$ cat src/rtl/async_rx_pkg.sv
package async_rx_pkg;

    typedef enum logic [2:0] {
        RX_IDLE,
        RX_START,
        RX_DATA,
        RX_PARITY,
        RX_STOP,
        RX_BRK_WAIT
    } rx_state_t;

    typedef struct packed {
        logic brk;
        logic ferr;
        logic perr;
    } rx_err_t;

    localparam int ERR_W  = $bits(rx_err_t);
    localparam int DATA_W = 8;

endpackage

$ cat src/rtl/async_rx_sync.sv
module async_rx_sync #(
    parameter int STAGES = 2
) (
    input  logic clk,
    input  logic rst_n,
    input  logic din,
    output logic dout
);
    logic [STAGES-1:0] chain;

    always_ff @(posedge clk or negedge rst_n) begin
        if (!rst_n) chain <= '1;
        else        chain <= {chain[STAGES-2:0], din};
    end

    assign dout = chain[STAGES-1];
endmodule

$ cat src/rtl/async_rx_fsm.sv
module async_rx_fsm
    import async_rx_pkg::*;
#(
    parameter int TICKS = 16
) (
    input  logic              clk,
    input  logic              rst_n,
    input  logic              tick,
    input  logic              rx_s,
    input  logic [1:0]        char_len,
    input  logic              par_en,
    input  logic              par_odd,
    output logic              push,
    output logic [DATA_W-1:0] push_data,
    output rx_err_t           push_err
);
    localparam int CW = $clog2(TICKS);
    localparam logic [CW-1:0] MID_T  = CW'(TICKS / 2 - 1);
    localparam logic [CW-1:0] LAST_T = CW'(TICKS - 1);

    rx_state_t         state, nxt;
    logic [CW-1:0]     tcnt;
    logic [2:0]        bit_idx;
    logic [DATA_W-1:0] shreg;
    logic              par_bit;
    logic              all_zero;
    logic              smp_mid;
    logic              smp_full;
    logic [2:0]        last_idx;
    logic [DATA_W-1:0] char_word;
    logic              par_err;

    function automatic logic [DATA_W-1:0] align_char(input logic [DATA_W-1:0] sh,
                                                     input logic [1:0] len);
        logic [DATA_W-1:0] r;
        unique case (len)
            2'd0: r = {3'b000, sh[7:3]};
            2'd1: r = {2'b00,  sh[7:2]};
            2'd2: r = {1'b0,   sh[7:1]};
            default: r = sh;
        endcase
        return r;
    endfunction

    assign smp_mid   = tick && (tcnt == MID_T);
    assign smp_full  = tick && (tcnt == LAST_T);
    assign last_idx  = 3'd4 + {1'b0, char_len};
    assign char_word = align_char(shreg, char_len);
    assign par_err   = par_en && (((^char_word) ^ par_bit) != par_odd);

    // State register
    always_ff @(posedge clk or negedge rst_n) begin
        if (!rst_n) state <= RX_IDLE;
        else        state <= nxt;
    end

    // Next-state decode
    always_comb begin
        nxt = state;
        unique case (state)
            RX_IDLE: begin
                if (tick && !rx_s) nxt = RX_START;
            end
            RX_START: begin
                if (smp_mid) nxt = rx_s ? RX_IDLE : RX_DATA;
            end
            RX_DATA: begin
                if (smp_full && (bit_idx == last_idx))
                    nxt = par_en ? RX_PARITY : RX_STOP;
            end
            RX_PARITY: begin
                if (smp_full) nxt = RX_STOP;
            end
            RX_STOP: begin
                if (smp_full) nxt = (!rx_s && all_zero) ? RX_BRK_WAIT : RX_IDLE;
            end
            RX_BRK_WAIT: begin
                if (tick && rx_s) nxt = RX_IDLE;
            end
            default: nxt = RX_IDLE;
        endcase
    end

    // Bit timing and character assembly
    always_ff @(posedge clk or negedge rst_n) begin
        if (!rst_n) begin
            tcnt     <= '0;
            bit_idx  <= '0;
            shreg    <= '0;
            par_bit  <= 1'b0;
            all_zero <= 1'b0;
        end else if (tick) begin
            if (nxt != state) tcnt <= '0;
            else if (tcnt == LAST_T) tcnt <= '0;
            else tcnt <= tcnt + 1'b1;

            if (state == RX_START && smp_mid) begin
                bit_idx  <= '0;
                shreg    <= '0;
                all_zero <= 1'b1;
            end
            if (state == RX_DATA && smp_full) begin
                bit_idx  <= bit_idx + 1'b1;
                shreg    <= {rx_s, shreg[DATA_W-1:1]};
                all_zero <= all_zero & ~rx_s;
            end
            if (state == RX_PARITY && smp_full) begin
                par_bit  <= rx_s;
                all_zero <= all_zero & ~rx_s;
            end
        end
    end

    // Outputs: one push per finished frame
    always_ff @(posedge clk or negedge rst_n) begin
        if (!rst_n) begin
            push      <= 1'b0;
            push_data <= '0;
            push_err  <= '0;
        end else begin
            push <= 1'b0;
            if (state == RX_STOP && smp_full) begin
                push <= 1'b1;
                if (!rx_s && all_zero) begin
                    push_data     <= '0;
                    push_err.brk  <= 1'b1;
                    push_err.ferr <= 1'b1;
                    push_err.perr <= 1'b0;
                end else begin
                    push_data     <= char_word;
                    push_err.brk  <= 1'b0;
                    push_err.ferr <= ~rx_s;
                    push_err.perr <= par_err;
                end
            end
        end
    end
endmodule

$ cat src/rtl/async_rx_fifo.sv
module async_rx_fifo #(
    parameter int DEPTH = 16,
    parameter int W     = 11,
    parameter int LW    = $clog2(DEPTH + 1)
) (
    input  logic          clk,
    input  logic          rst_n,
    input  logic          fifo_mode,
    input  logic          wr,
    input  logic [W-1:0]  wdata,
    input  logic          rd,
    output logic [W-1:0]  rdata,
    output logic [LW-1:0] level,
    output logic          full,
    output logic          empty,
    output logic          ovr
);
    localparam int AW = (DEPTH > 1) ? $clog2(DEPTH) : 1;
    localparam logic [AW-1:0] LAST_P = AW'(DEPTH - 1);
    localparam logic [LW-1:0] DEPTH_L = LW'(DEPTH);

    logic [W-1:0]  mem [DEPTH];
    logic [AW-1:0] wptr, rptr;
    logic          mode_q;
    logic          flush;
    logic          wr_ok, rd_ok;

    assign flush = (fifo_mode != mode_q);
    assign empty = (level == '0);
    assign full  = fifo_mode ? (level == DEPTH_L) : !empty;
    assign wr_ok = wr && !full && !flush;
    assign rd_ok = rd && !empty && !flush;
    assign rdata = mem[rptr];

    always_ff @(posedge clk) begin
        if (wr_ok) mem[wptr] <= wdata;
    end

    always_ff @(posedge clk or negedge rst_n) begin
        if (!rst_n) begin
            mode_q <= 1'b0;
            wptr   <= '0;
            rptr   <= '0;
            level  <= '0;
            ovr    <= 1'b0;
        end else begin
            mode_q <= fifo_mode;
            if (flush) begin
                wptr  <= '0;
                rptr  <= '0;
                level <= '0;
                ovr   <= 1'b0;
            end else begin
                if (wr_ok) wptr <= (wptr == LAST_P) ? '0 : wptr + 1'b1;
                if (rd_ok) rptr <= (rptr == LAST_P) ? '0 : rptr + 1'b1;
                if (wr_ok && !rd_ok)      level <= level + 1'b1;
                else if (rd_ok && !wr_ok) level <= level - 1'b1;
                if (wr && full)  ovr <= 1'b1;
                else if (rd_ok)  ovr <= 1'b0;
            end
        end
    end
endmodule

$ cat src/rtl/async_rx.sv
module async_rx
    import async_rx_pkg::*;
#(
    parameter int DEPTH = 16,
    parameter int TICKS = 16,
    parameter int LW    = $clog2(DEPTH + 1)
) (
    input  logic              clk,
    input  logic              rst_n,
    input  logic              tick16,
    input  logic              rxd,
    input  logic [1:0]        char_len,
    input  logic              par_en,
    input  logic              par_odd,
    input  logic              fifo_mode,
    input  logic [LW-1:0]     irq_level,
    input  logic              rd_en,
    output logic [DATA_W-1:0] rd_data,
    output logic [ERR_W-1:0]  rd_err,
    output logic              data_ready,
    output logic              overrun,
    output logic              rx_irq
);
    localparam int ENT_W = DATA_W + ERR_W;

    logic              rx_s;
    logic              fsm_push;
    logic [DATA_W-1:0] fsm_data;
    rx_err_t           fsm_err;
    logic [ENT_W-1:0]  head;
    logic [LW-1:0]     level;
    logic              buf_full;
    logic              buf_empty;

    async_rx_sync #(.STAGES(2)) i_sync (
        .clk  (clk),
        .rst_n(rst_n),
        .din  (rxd),
        .dout (rx_s)
    );

    async_rx_fsm #(.TICKS(TICKS)) i_fsm (
        .clk      (clk),
        .rst_n    (rst_n),
        .tick     (tick16),
        .rx_s     (rx_s),
        .char_len (char_len),
        .par_en   (par_en),
        .par_odd  (par_odd),
        .push     (fsm_push),
        .push_data(fsm_data),
        .push_err (fsm_err)
    );

    async_rx_fifo #(.DEPTH(DEPTH), .W(ENT_W), .LW(LW)) i_buf (
        .clk      (clk),
        .rst_n    (rst_n),
        .fifo_mode(fifo_mode),
        .wr       (fsm_push),
        .wdata    ({fsm_err, fsm_data}),
        .rd       (rd_en),
        .rdata    (head),
        .level    (level),
        .full     (buf_full),
        .empty    (buf_empty),
        .ovr      (overrun)
    );

    assign rd_data    = head[DATA_W-1:0];
    assign rd_err     = head[ENT_W-1:DATA_W];
    assign data_ready = !buf_empty;
    assign rx_irq     = fifo_mode ? (!buf_empty && (level >= irq_level)) : !buf_empty;
endmodule

$ cat config.mk
export PLATFORM = sky130hd
export DESIGN_NAME = async_rx
export DESIGN_NICKNAME = d
export VERILOG_FILES = /design/src/rtl/async_rx_pkg.sv /design/src/rtl/async_rx_sync.sv /design/src/rtl/async_rx_fsm.sv /design/src/rtl/async_rx_fifo.sv /design/src/rtl/async_rx.sv
export SDC_FILE = /design/constraint.sdc
export NUM_CORES = 1
export LEC_CHECK = 0
export BUFFER_PORTS_ARGS = -buffer_cell sky130_fd_sc_hd__buf_2
export CAP_MARGIN = 20
export CORE_ASPECT_RATIO = 0.5
export CORE_MARGIN = 2
export CORE_UTILIZATION = 59
export CTS_CLUSTER_DIAMETER = 120
export DETAILED_ROUTE_END_ITERATION = 10
export PLACE_DENSITY = 0.78
export SLEW_MARGIN = 20
export SYNTH_ARGS = -nofsm -noshare
export SYNTH_HDL_FRONTEND = slang
export SYNTH_SLANG_ARGS = --single-unit
$ cat constraint.sdc
create_clock -name clk -period 8.4 [get_ports clk]
set_input_delay 1.68 -clock clk [delete_from_list [all_inputs] [get_ports clk]]
set_output_delay 1.68 -clock clk [all_outputs]
set_load 0.03 [all_outputs]
==> metrics.md <==
| Metric | Value |
|---|---|
| Worst Tran Pin Value | `between 0.9 and 1 ns` |
| Relative slew slack | `0.341` |
| Gpl congestion | `0.792` |
| Total wire length | `between 15 and 20 mm` |
| Final #Nets | `718` |
| First-pass GRT wire length | `a little over 30 mm` |
| Post-DP HPWL | `approximately 11 mm` |
| Period utilization | `0.575` |
| Vias in the first global route | `between 5000 and 6000` |
| Count of final setup violators | `0` |
| Hold Path Stages | `0` |
| Comb pwr share | `0.049` |
| Switching portion of total power | `0.222` |
| Hold WS | `0.360 ns` |
| 1st-iter DRT viols | `540` |
| Placed Cells | `890` |
| Synth unique cells | `just under 60` |
| Critical path data arrival time | `3.15 ns` |
| Post-CTS Setup Repair Bufs | `0` |
| Worst Setup Start Kind | `flop` |
| Largest net degree at the start of global routing | `53` |
| Max_cap viols | `0` |
| Hold path endpoint | `i_sync.chain[1]` |
| Leak | `3.85 nW` |
| Post-Synthesis Net Count | `between 600 and 700` |
| GRT Total Usage | `0.231` |
| DIE AREA | `0.0176 mm²` |
| Pre-CTS setup slack | `between 3 and 4 ns` |
| Worst setup path class | `reg2out` |
| Sw Pwr | `0.493 mW` |
| TritonCTS Buffers | `21` |
| I/O Pins | `29` |
| RR Startpoint | `i_buf.level[1]` |
| CP required | `6.72 ns` |
| Outcome | `complete, no violations` |
| Clk Latency, worst-skew pair | `0.51 ns` |
| Setup TNS | `0 ns` |
| Worst-path clk slew | `0.06 ns` |
| Synth-to-layout area growth | `10.0%` |
| Top FF cell, synth | `edfxtp_1` |
| Die W | `approximately 190 µm` |
| Hold buffers post-CTS | `0` |
| Cell Rows | `33` |
| I/O Buffers | `28` |
| Initial core utilization | `0.599` |
| Final Slew Violations | `0` |
| Post-synth EDFFs | `176` |
| Yosys warns | `0` |
| Clock Sink Count | `between 200 and 250` |
| Minimum clock period | `just under 5 ns` |
| Hold Path Class | `reg2reg` |
| Filler cell count | `1114` |
| Syn Inst Count | `662` |
| Reg2reg path depth | `13` |
| Internal power | `1.73 mW` |
| Worst R2R End | `i_buf.level[4]` |
| Critical Path End Type | `output pin` |
| Mean routed wirelength per cell | `approximately 20 µm` |
| Fin util | `0.659` |
| DRC viols | `0` |
| H-tree levels | `1` |
| Vert. Die Dim | `~95 µm` |
| Antenna violations before repair | `0` |
| Antenna Diode Count | `0` |
| FMAX | `around 210 MHz` |
| CTS tree | `built` |
| Final setup margin | `3.57 ns` |
| CORE AREA | `0.0162 mm²` |
| Syn Area/Cell | `14.7 µm²` |
| Largest fanout on the critical path | `52` |
| Via density | `6.07` |
| PwrDens | `a little over 200 mW/mm²` |
| Post-synthesis sequential area ratio | `0.670` |
| Ys async rst share | `0.218` |
| Layout cell share with drive strength beyond 1 | `0.165` |
| Post-Syn Area | `0.00972 mm²` |
| Clock power share | `0.395` |
| Yosys reg bits | `225` |
| Clk buf depth | `3` |
| Number of routed nets with antenna violations | `0` |
| Worst Skew | `0.0273 ns` |
| Worst reg-to-reg setup slack | `4.80 ns` |
| RSZ-0062 raised after global routing | `false` |
| Peak VDD IR | `approximately 0.16 mV` |
| Hold_sp | `i_sync.chain[0]` |
| Resize count post-CTS | `0` |
| DR pass1 iterations | `5` |
| Non-Filler Instances | `926` |
| Final hold viol count | `0` |
| Reg power frac | `0.557` |
| Detailed-route via count | `approximately 5600` |
| GRT Residual Overflow | `0` |
| CTS Root Cell | `clkbuf_16` |
-- per-layer routing --
layer | track usage | routed length (µm) | share of wire | vias to the layer above
li1 | - | - | - | 2567
met3 | 0.0490 | 1650 | 0.087 | 23
met1 | 0.339 | 8280 | 0.44 | 2784
met5 | 0 | 0 | 0 | -
met2 | 0.361 | 8760 | 0.46 | 247
met4 | 0.0496 | 291 | 0.015 | 0
-- power groups by stage --
| stage | registers, mW | logic, mW | clock network (mW) |
|---|---|---|---|
| 2_1_floorplan | 1.25 | 0.0943 | 0 |
| 3_3_place_gp | 1.26 | 0.105 | 0 |
| 3_5_place_dp | 1.26 | 0.108 | 0 |
| 4_1_cts | 1.24 | 0.109 | 0.884 |
| 5_1_grt | 1.24 | 0.125 | 0.926 |
| 6_report | 1.24 | 0.108 | 0.876 |
-- layout make-up --
class / instances / area [µm²] / share of cell area
Multi-Input combinational cell: 384 / 3010 / 0.281
Clock buffer: 24 / 547 / 0.0512
Inverter: 20 / 75.1 / 0.00702
Timing Repair Buffer: 34 / 185 / 0.0173
Sequential cell: 225 / 6520 / 0.610
Tap cell: 227 / 284 / 0.0266
Clock inverter: 12 / 73.8 / 0.00691
-- worst max-delay path by stage --
stage	from	end	cells after the start
floorplan	irq_level[0]	rx_irq	7
global placement	irq_level[0]	rx_irq	9
detailed placement	irq_level[0]	rx_irq	9
CTS	i_buf.rptr[0]	rd_data[3]	7
global route	i_buf.rptr[0]	rd_data[3]	7
finish	i_buf.rptr[0]	rd_data[3]	7
-- cell families after synthesis --
group / share of synthesized area
multiplexers: 0.115
flip-flops: 0.670
AO/OA/AOI/OAI: 0.0746
buffers and inverters: 0.0222
AND/OR/NAND/NOR: 0.0765
XOR/XNOR: 0.0185
adder cells (fa/ha/maj): 0.0227
-- synthesized netlist by cell type (all sizes together), types with 2 or more instances --
library cell | count | share of area
clkbuf | 23 | 0.0089
nand3 | 17 | 0.0088
o22ai | 3 | 0.0019
inv | 20 | 0.0077
or4 | 2 | 0.0019
nor2b | 5 | 0.0032
a221oi | 11 | 0.0099
nand4 | 3 | 0.0019
a22oi | 12 | 0.0093
a41o | 2 | 0.0021
xor2 | 11 | 0.0099
dfstp | 2 | 0.0054
xnor2 | 7 | 0.0063
edfxtp | 176 | 0.54
buf | 10 | 0.0055
a22o | 3 | 0.0027
a311oi | 2 | 0.0018
and2 | 16 | 0.010
nor3 | 4 | 0.0026
mux2i | 43 | 0.046
nor2 | 25 | 0.0097
ha | 16 | 0.021
a21oi | 25 | 0.013
dfrtp | 47 | 0.12
or2 | 2 | 0.0013
mux4 | 22 | 0.051
nand2 | 60 | 0.023
or3 | 4 | 0.0026
mux2 | 16 | 0.019
nand2b | 6 | 0.0039
a21o | 4 | 0.0031
nor3b | 4 | 0.0048
o21ai | 46 | 0.024
-- sequential cells by signal, indices dropped and copies added (netlist names), 2 cells and up --
signal	count
i_fsm.bit_idx	3
i_sync.chain	2
i_fsm.shreg	8
i_buf.level	5
i_buf.mem	176
i_fsm.tcnt	4
i_fsm.push_data	8
i_fsm.state	3
i_fsm.push_err	3
i_buf.rptr	4
i_buf.wptr	4
-- placed cells by master (no fill, tap or decap), drive strengths merged, types with 21 or more instances in the layout --
cell type    n
nand2       60
mux2i       43
o21ai       46
a21oi       25
nor2        25
clkbuf      24
buf         34
dfrtp       47
edfxtp     176
mux4        22
inv         21
-- stage by stage --
| step | power (mW) | instance area, µm² |
|---|---|---|
| final | 2.22 | 10700 |
| after global routing | 2.29 | 10700 |
| after CTS | 2.23 | 10700 |
| after detailed placement | 1.37 | 10100 |
| after global placement | 1.36 | 10100 |
| after floorplan | 1.34 | 9720 |
-- critical path: stages (launching register included) --
cell and delay [ns]:
dfrtp_4 0.66, buf_4 0.75, mux2_2 0.41, o21ai_0 0.20, a21oi_1 0.11, o21ai_0 0.20
nand2_1 0.07, buf_2 0.18
Power figures use the tool's default switching activity.
